**src/rtl/trired_pkg.sv**
```systemverilog
package trired_pkg;
  // width left after folding an in_w-bit polynomial once
  function automatic int fold_w(input int in_w, input int m, input int n);
    int hi_top;
    hi_top = in_w - m + n;
    return (hi_top > m) ? hi_top : m;
  endfunction
endpackage

```
**src/rtl/trired_fold.sv**
```systemverilog
module trired_fold #(
  parameter int IN_W = 381,
  parameter int M    = 191,
  parameter int N    = 9,
  localparam int OW  = trired_pkg::fold_w(IN_W, M, N)
) (
  input  logic [IN_W-1:0] c_i,
  output logic [OW-1:0]   c_o
);
  logic [OW-1:0] lo_x, hi_x, hs_x;

  assign lo_x = OW'(c_i[M-1:0]);
  assign hi_x = OW'(c_i[IN_W-1:M]);
  assign hs_x = hi_x << N;            // x^m -> x^n + 1
  assign c_o  = lo_x ^ hi_x ^ hs_x;
endmodule

```
**src/rtl/trired_out.sv**
```systemverilog
module trired_out #(
  parameter int W       = 191,
  parameter bit REG_OUT = 1'b1
) (
  input  logic         clk_i,
  input  logic         rst_ni,
  input  logic         valid_i,
  input  logic [W-1:0] d_i,
  output logic         valid_o,
  output logic [W-1:0] q_o
);
  if (REG_OUT) begin : g_reg
    always_ff @(posedge clk_i or negedge rst_ni) begin
      if (!rst_ni) begin
        valid_o <= 1'b0;
        q_o     <= '0;
      end else begin
        valid_o <= valid_i;
        if (valid_i) q_o <= d_i;
      end
    end
  end else begin : g_comb
    logic unused_clk;
    assign unused_clk = clk_i ^ rst_ni;
    assign valid_o = valid_i;
    assign q_o     = d_i;
  end
endmodule

```
**src/rtl/trired_top.sv**
```systemverilog
module trired_top #(
  parameter int M       = 191,
  parameter int N       = 9,
  parameter bit REG_OUT = 1'b1,
  localparam int PW     = 2*M - 1,
  localparam int W1     = trired_pkg::fold_w(PW, M, N)
) (
  input  logic          clk_i,
  input  logic          rst_ni,
  input  logic          in_valid_i,
  input  logic [PW-1:0] prod_i,
  output logic          out_valid_o,
  output logic [M-1:0]  res_o
);
  logic [W1-1:0] f1_w;
  logic [M-1:0]  red_w;

  trired_fold #(.IN_W(PW), .M(M), .N(N)) u_fold1 (
    .c_i (prod_i),
    .c_o (f1_w)
  );

  if (W1 > M) begin : g_fold2
    localparam int W2 = trired_pkg::fold_w(W1, M, N);
    logic [W2-1:0] f2_w;
    trired_fold #(.IN_W(W1), .M(M), .N(N)) u_fold2 (
      .c_i (f1_w),
      .c_o (f2_w)
    );
    assign red_w = f2_w[M-1:0];
  end else begin : g_nofold2
    assign red_w = f1_w[M-1:0];
  end

  trired_out #(.W(M), .REG_OUT(REG_OUT)) u_out (
    .clk_i   (clk_i),
    .rst_ni  (rst_ni),
    .valid_i (in_valid_i),
    .d_i     (red_w),
    .valid_o (out_valid_o),
    .q_o     (res_o)
  );
endmodule

```
**config.mk**
```make
export PLATFORM = sky130hd
export DESIGN_NAME = trired_top
export DESIGN_NICKNAME = d
export VERILOG_FILES = /design/src/rtl/trired_pkg.sv /design/src/rtl/trired_fold.sv /design/src/rtl/trired_out.sv /design/src/rtl/trired_top.sv
export SDC_FILE = /design/constraint.sdc
export NUM_CORES = 1
export LEC_CHECK = 0
export CAP_MARGIN = 20
export CORE_AREA = 5 5 224 226
export CTS_BUF_LIST = sky130_fd_sc_hd__clkbuf_16
export DETAILED_ROUTE_END_ITERATION = 6
export DIE_AREA = 0 0 229 231
export DONT_BUFFER_PORTS = 1
export GPL_TIMING_DRIVEN = 0
export SLEW_MARGIN = 20
export SYNTH_ARGS = -nofsm -noshare
export SYNTH_HDL_FRONTEND = slang
export SYNTH_SLANG_ARGS = --single-unit
export TNS_END_PERCENT = 30
```
**constraint.sdc**
```tcl
create_clock -name clk_i -period 0.8 [get_ports clk_i]
set_input_delay 0.12 -clock clk_i [delete_from_list [all_inputs] [get_ports clk_i]]
set_output_delay 0.12 -clock clk_i [all_outputs]
set_load 0.005 [all_outputs]
```
==> flow_summary.toml, run 1 <==
[run_status]
status = "finished with violations"
violations = "hold timing, setup timing"

[floorplanning]
dieArea_mm2 = 0.0529
start_util_pct = 21.9
dieWidth_um = 229
core_mm2 = 0.0481
fp.dieH_um = 231
io_pins = 576
row_count = 81

[worst_setup_path]
crit_fanout = 2
critPathKind = "flip-flop to output pin"
critPathRequiredTime_ps = 680
critPathCaptureType = "output pin"
start_kind = "flip-flop"
crit_arrival_ps = 930

[timing]
rsz0062_at_grt = "true"
fmax_ghz = 0.955
relSlewSlack_pct = 39.7
hold_viol = 196
fin_crit_ps = 1050
holdWs_ps = -654
setup_viol = 269
fin_skew_ps = 0
setup_tns_ps = -42930
setup_ws_ps = -247
slew_viol_final = 0
worstMarginPinSlew_ps = 904
finalCritPeriodShare_pct = 131

[clock_tree]
cts_setup_buffers = 0
cts.sinks = 192
clk_pin_slew_ps = 80
cts_tree = "done"
clockBufferDepth = 2
clk_latency_ps = 470
htreeDepth = 4
root_buffer = "clkbuf_16"
cts_buffers = 17

[global_routing]
track_usage_pct = 14.1
grt_pass1_vias = 8155
grt_pass1_wl_mm = 55.1
grt_overflow_total = 0
grt_max_degree = 193
antenna_found_initial = 4

[synthesis]
syn_inst = 795
syn-cell-area_mm2 = 0.0106
yosysTopAreaCell = "dfrtp_1"
ys_ff_latch = 192
synth_top_area_share_pct = 45.5
netlist-cell-type-count = 9
avgSynthCellArea_um2 = 13.3
yosys-top-cells-area = "dfrtp_1 (46%), xnor2_1 (31%), mux2_2 (19%)"
synth-seq-area-share_pct = 45.5
synth_fp_nets = 1179
ys_warn_count = 0

[cells_and_area]
fin_nets = 1446
final_cell_mix = "xnor2_1 (297), dfrtp_1 (188), mux2_2 (171), dlymetal6s4s_1 (127), dlygate4sd3_1 (121)"
regArea_mm2 = 0.00481
stdcell_count = 1699
layout-drive-gt1-share_pct = 29.8
nFillCells = 4616
layout_commonest_cell = "xnor2_1"
fin_area_mm2 = 0.0154
synthToLayoutAreaGrowth_pct = 45.9
multiInputGateArea_mm2 = 0.00611

[placed_design]
port_buffers = 0
place_area_mm2 = 0.0113
dp.cells = 1417
post-dp-hpwl_mm = 28.3
globalplace.congestion = 0.880
pre_cts_slack_ps = -511

[drt]
vias = 7268
drc_errors = 0
drtAntennaViolNets = 0
drtIter0Drc = 229
wl_per_cell_um = 23.3
firstDrtPassIters = 5
totalWireLength_mm = 39.5
routed_via_density = 4.28

[power]
finalPower_mw = 29.9
power_density_mw_per_mm2 = 1950
vdd_drop_max_uv = 1050
leakage_nw = 6.88

[job]
drv_cap = 0

[worst_hold_path]
holdCritPathClass = "input port to async pin"
[metal layers]
layer / routed length (um) / global-route usage (%)
met1: 14200 / 14.9
met2: 20600 / 25.2
met3: 3140 / 5.33
met4: 1550 / 6.09
met5: 0 / 0
[where the power goes]
group | switching, mW | leakage (nW) | total (mW) | internal, mW
Clock | 4.15 | 0.306 | 9.45 | 5.29
Combinational | 2.55 | 4.34 | 6.94 | 4.39
Sequential | 1.91 | 2.24 | 13.6 | 11.6
[cell families after synthesis]
group           share of synthesized area, %
simple gates                           0.356
flops                                   45.5
mux                                     19.3
buf+inv                                 2.19
xor+xnor                                32.1
compound gates                         0.474
[state kept, by name, indices dropped and copies added, names as in the netlist]
signal / count
u_out.q_o: 191
u_out.valid_o: 1
[layout make-up]
class / count / area share [%]
Buffer: 22 / 1.62
Multi-Input combinational cell: 581 / 39.7
Sequential cell: 192 / 31.2
Timing Repair Buffer: 248 / 18.2
Antenna cell: 2 / 0.0325
Tap cell: 622 / 5.06
Clock inverter: 15 / 1.36
Clock buffer: 17 / 2.76
[per-stage QoR]
step                      util, %  hold WS, ps
after global placement       23.6         -171
final                        32.0         -654
after CTS                    30.0         -722
after global routing         32.0         -713
after detailed placement     23.6         -170
after floorplan                 -         -176
[synthesized netlist by cell type]
cell and number:
mux2_2 181, a21oi_1 10, buf_6 19, xnor2_2 8
buf_4 1, buf_2 2, nor2_1 10, xnor2_1 372
dfrtp_1 192
[worst paths after layout]
kind	cells after the start	slack (ps)	endpoint	start
setup / recovery	0	-250	res_o[78]	u_out.q_o[78]
hold / removal	0	-650	u_out.q_o[64]	rst_ni
setup reg to reg	1	-40	u_out.q_o[78]	u_out.q_o[78]
hold reg to reg	1	550	u_out.q_o[142]	u_out.q_o[142]
max in group asynchronous	0	640	u_out.q_o[60]	rst_ni
min in group clk_i	3	-20	u_out.q_o[113]	prod_i[113]
[timing repair]
action / in CTS / in global routing
hold buffers: 247 / 1
endpoints found under the hold margin: 384 / 229
setup endpoints to repair: 220 / 366
pin swaps: 0 / 19
resized for setup: 3 / 213
(Power assumes the default switching activity.)
==> inputs of run 2 (changes only) <==
==> constraint.sdc (replaced) <==
create_clock -name clk_i -period 1.2 [get_ports clk_i]
set_input_delay 0.18 -clock clk_i [delete_from_list [all_inputs] [get_ports clk_i]]
set_output_delay 0.18 -clock clk_i [all_outputs]
set_load 0.005 [all_outputs]
==> flow_summary.toml, run 2 (synthesized netlist as in run 1, its figures left out) <==
[run_status]
status = "finished with violations"
violations = "hold timing"

[clock_tree]
root_buffer = "clkbuf_16"
cts.sinks = 192
htreeDepth = 4
clk_latency_ps = 480
cts_buffers = 17
clk_pin_slew_ps = 70
clockBufferDepth = 2
cts_tree = "done"

[power]
leakage_nw = 5.27
vdd_drop_max_uv = 724
power_density_mw_per_mm2 = 1350
finalPower_mw = 19.5

[timing]
worstMarginPinSlew_ps = 758
rsz0062_at_grt = "false"
relSlewSlack_pct = 49.1
fin_skew_ps = 0
finalCritPeriodShare_pct = 91.2
setup_viol = 0
fmax_ghz = 0.914
fin_crit_ps = 1090
hold_viol = 192
setup_tns_ps = 0
holdWs_ps = -599
slew_viol_final = 0

[floorplanning]
row_count = 81
io_pins = 576
fp.dieH_um = 231
dieArea_mm2 = 0.0529
start_util_pct = 21.9
core_mm2 = 0.0481
dieWidth_um = 229

[drt]
wl_per_cell_um = 22.5
drtAntennaViolNets = 0
routed_via_density = 4.25
firstDrtPassIters = 4
drc_errors = 0
drtIter0Drc = 233
totalWireLength_mm = 38.2
vias = 7201

[placed_design]
place_area_mm2 = 0.0113
post-dp-hpwl_mm = 28.5
port_buffers = 0
globalplace.congestion = 0.877

[cells_and_area]
multiInputGateArea_mm2 = 0.00552
layout-drive-gt1-share_pct = 22.6
fin_area_mm2 = 0.0144
utilization_pct = 29.9
layout_commonest_cell = "xnor2_1"
largest-register = "u_out.q_o"
final_cell_mix = "xnor2_1 (372), dlygate4sd3_1 (244), dfrtp_1 (192), mux2_2 (181), buf_6 (19)"
regArea_mm2 = 0.00480
synthToLayoutAreaGrowth_pct = 36.6
top_regs = "u_out.q_o (191), u_out.valid_o (1)"
nFillCells = 4758
largest_register_ffs = 191
fin_nets = 1442

[global_routing]
grt_util_met3_pct = 5.60
grt_busiest_layer = "met2"
grt_pass1_wl_mm = 55.2
grt_pass1_vias = 8171
antenna_found_initial = 4
use_met2_pct = 24.6
grtUsageMet1_pct = 14.8
track_usage_pct = 14.2
grt_overflow_total = 0
grt_max_degree = 193

[worst_setup_path]
critPathKind = "flip-flop to output pin"
critPathRequiredTime_ps = 1020
start_kind = "flip-flop"
critPathCaptureType = "output pin"
crit_arrival_ps = 910
crit_fanout = 2

[job]
drv_cap = 0

[worst_hold_path]
holdCritPathClass = "input port to async pin"
==> run 2: cell count changes in the layout (fill, tap and decap cells not counted), sizes merged <==
cell,delta
inv,-1
clkinv,+2
dlygate4sd3,+123
dlymetal6s4s,-127
clkinvlp,-1
==> run 2: final timing paths <==
check | start | endpoint | slack (ps) | depth (start not counted)
max in group asynchronous | rst_ni | u_out.q_o[179] | 1520 | 0
min in group clk_i | prod_i[210] | u_out.q_o[28] | 40 | 3
setup / recovery | u_out.q_o[48] | res_o[48] | 110 | 0
hold / removal | rst_ni | u_out.q_o[84] | -600 | 0
setup reg to reg | u_out.q_o[126] | u_out.q_o[126] | 380 | 1
hold reg to reg | u_out.q_o[6] | u_out.q_o[6] | 540 | 1
==> run 2: report_power, final <==
| group | leakage, nW | switching (mW) | internal, mW | total (mW) |
|---|---|---|---|---|
| combinational | 2.72 | 1.57 | 2.64 | 4.21 |
| clock | 0.303 | 2.76 | 3.52 | 6.27 |
| sequential | 2.24 | 1.22 | 7.76 | 8.98 |
| total | 5.27 | 5.55 | 13.9 | 19.5 |
==> run 2: layout make-up <==
cell class                      count  share of cell area (%)
Clock buffer                       17                    2.95
Timing Repair Buffer              244                    16.9
Sequential cell                   192                    33.3
Antenna cell                        2                  0.0347
Buffer                             22                    1.61
Clock inverter                     15                    1.42
Tap cell                          622                    5.40
Multi-Input combinational cell    581                    38.3
==> run 2: stage by stage <==
stage	worst slack [ps]	instances	hold slack (ps)
2_1_floorplan	298	795	-116
3_3_place_gp	-103	1417	-111
3_5_place_dp	-116	1417	-111
4_1_cts	30.7	1693	-677
5_1_grt	39.2	1695	-655
6_report	106	1695	-599
==> run 2: timing repair <==
item,in CTS,in global routing
setup endpoints to repair,0,1
gates resized for setup,0,1
buffers inserted,0,0
hold buffers,244,1
hold endpoints to repair,381,193
==> run 2: per-layer routing <==
| layer | part of all wire [%] | wire length [um] | up-vias |
|---|---|---|---|
| li1 | - | - | 3142 |
| met1 | 35 | 13300 | 3573 |
| met2 | 51 | 19500 | 414 |
| met3 | 9.4 | 3600 | 72 |
| met4 | 4.6 | 1750 | 0 |
| met5 | 0 | 0 | - |
==> inputs of run 3 (changes only) <==
--- a/config.mk
+++ b/config.mk
@@ -5,7 +5,6 @@
 export SDC_FILE = /design/constraint.sdc
 export NUM_CORES = 1
 export LEC_CHECK = 0
-export CAP_MARGIN = 20
 export CORE_AREA = 5 5 224 226
 export CTS_BUF_LIST = sky130_fd_sc_hd__clkbuf_16
 export DETAILED_ROUTE_END_ITERATION = 6
==> results of run 3 <==
Final layout, timing and power as in run 2 (identical DEF).
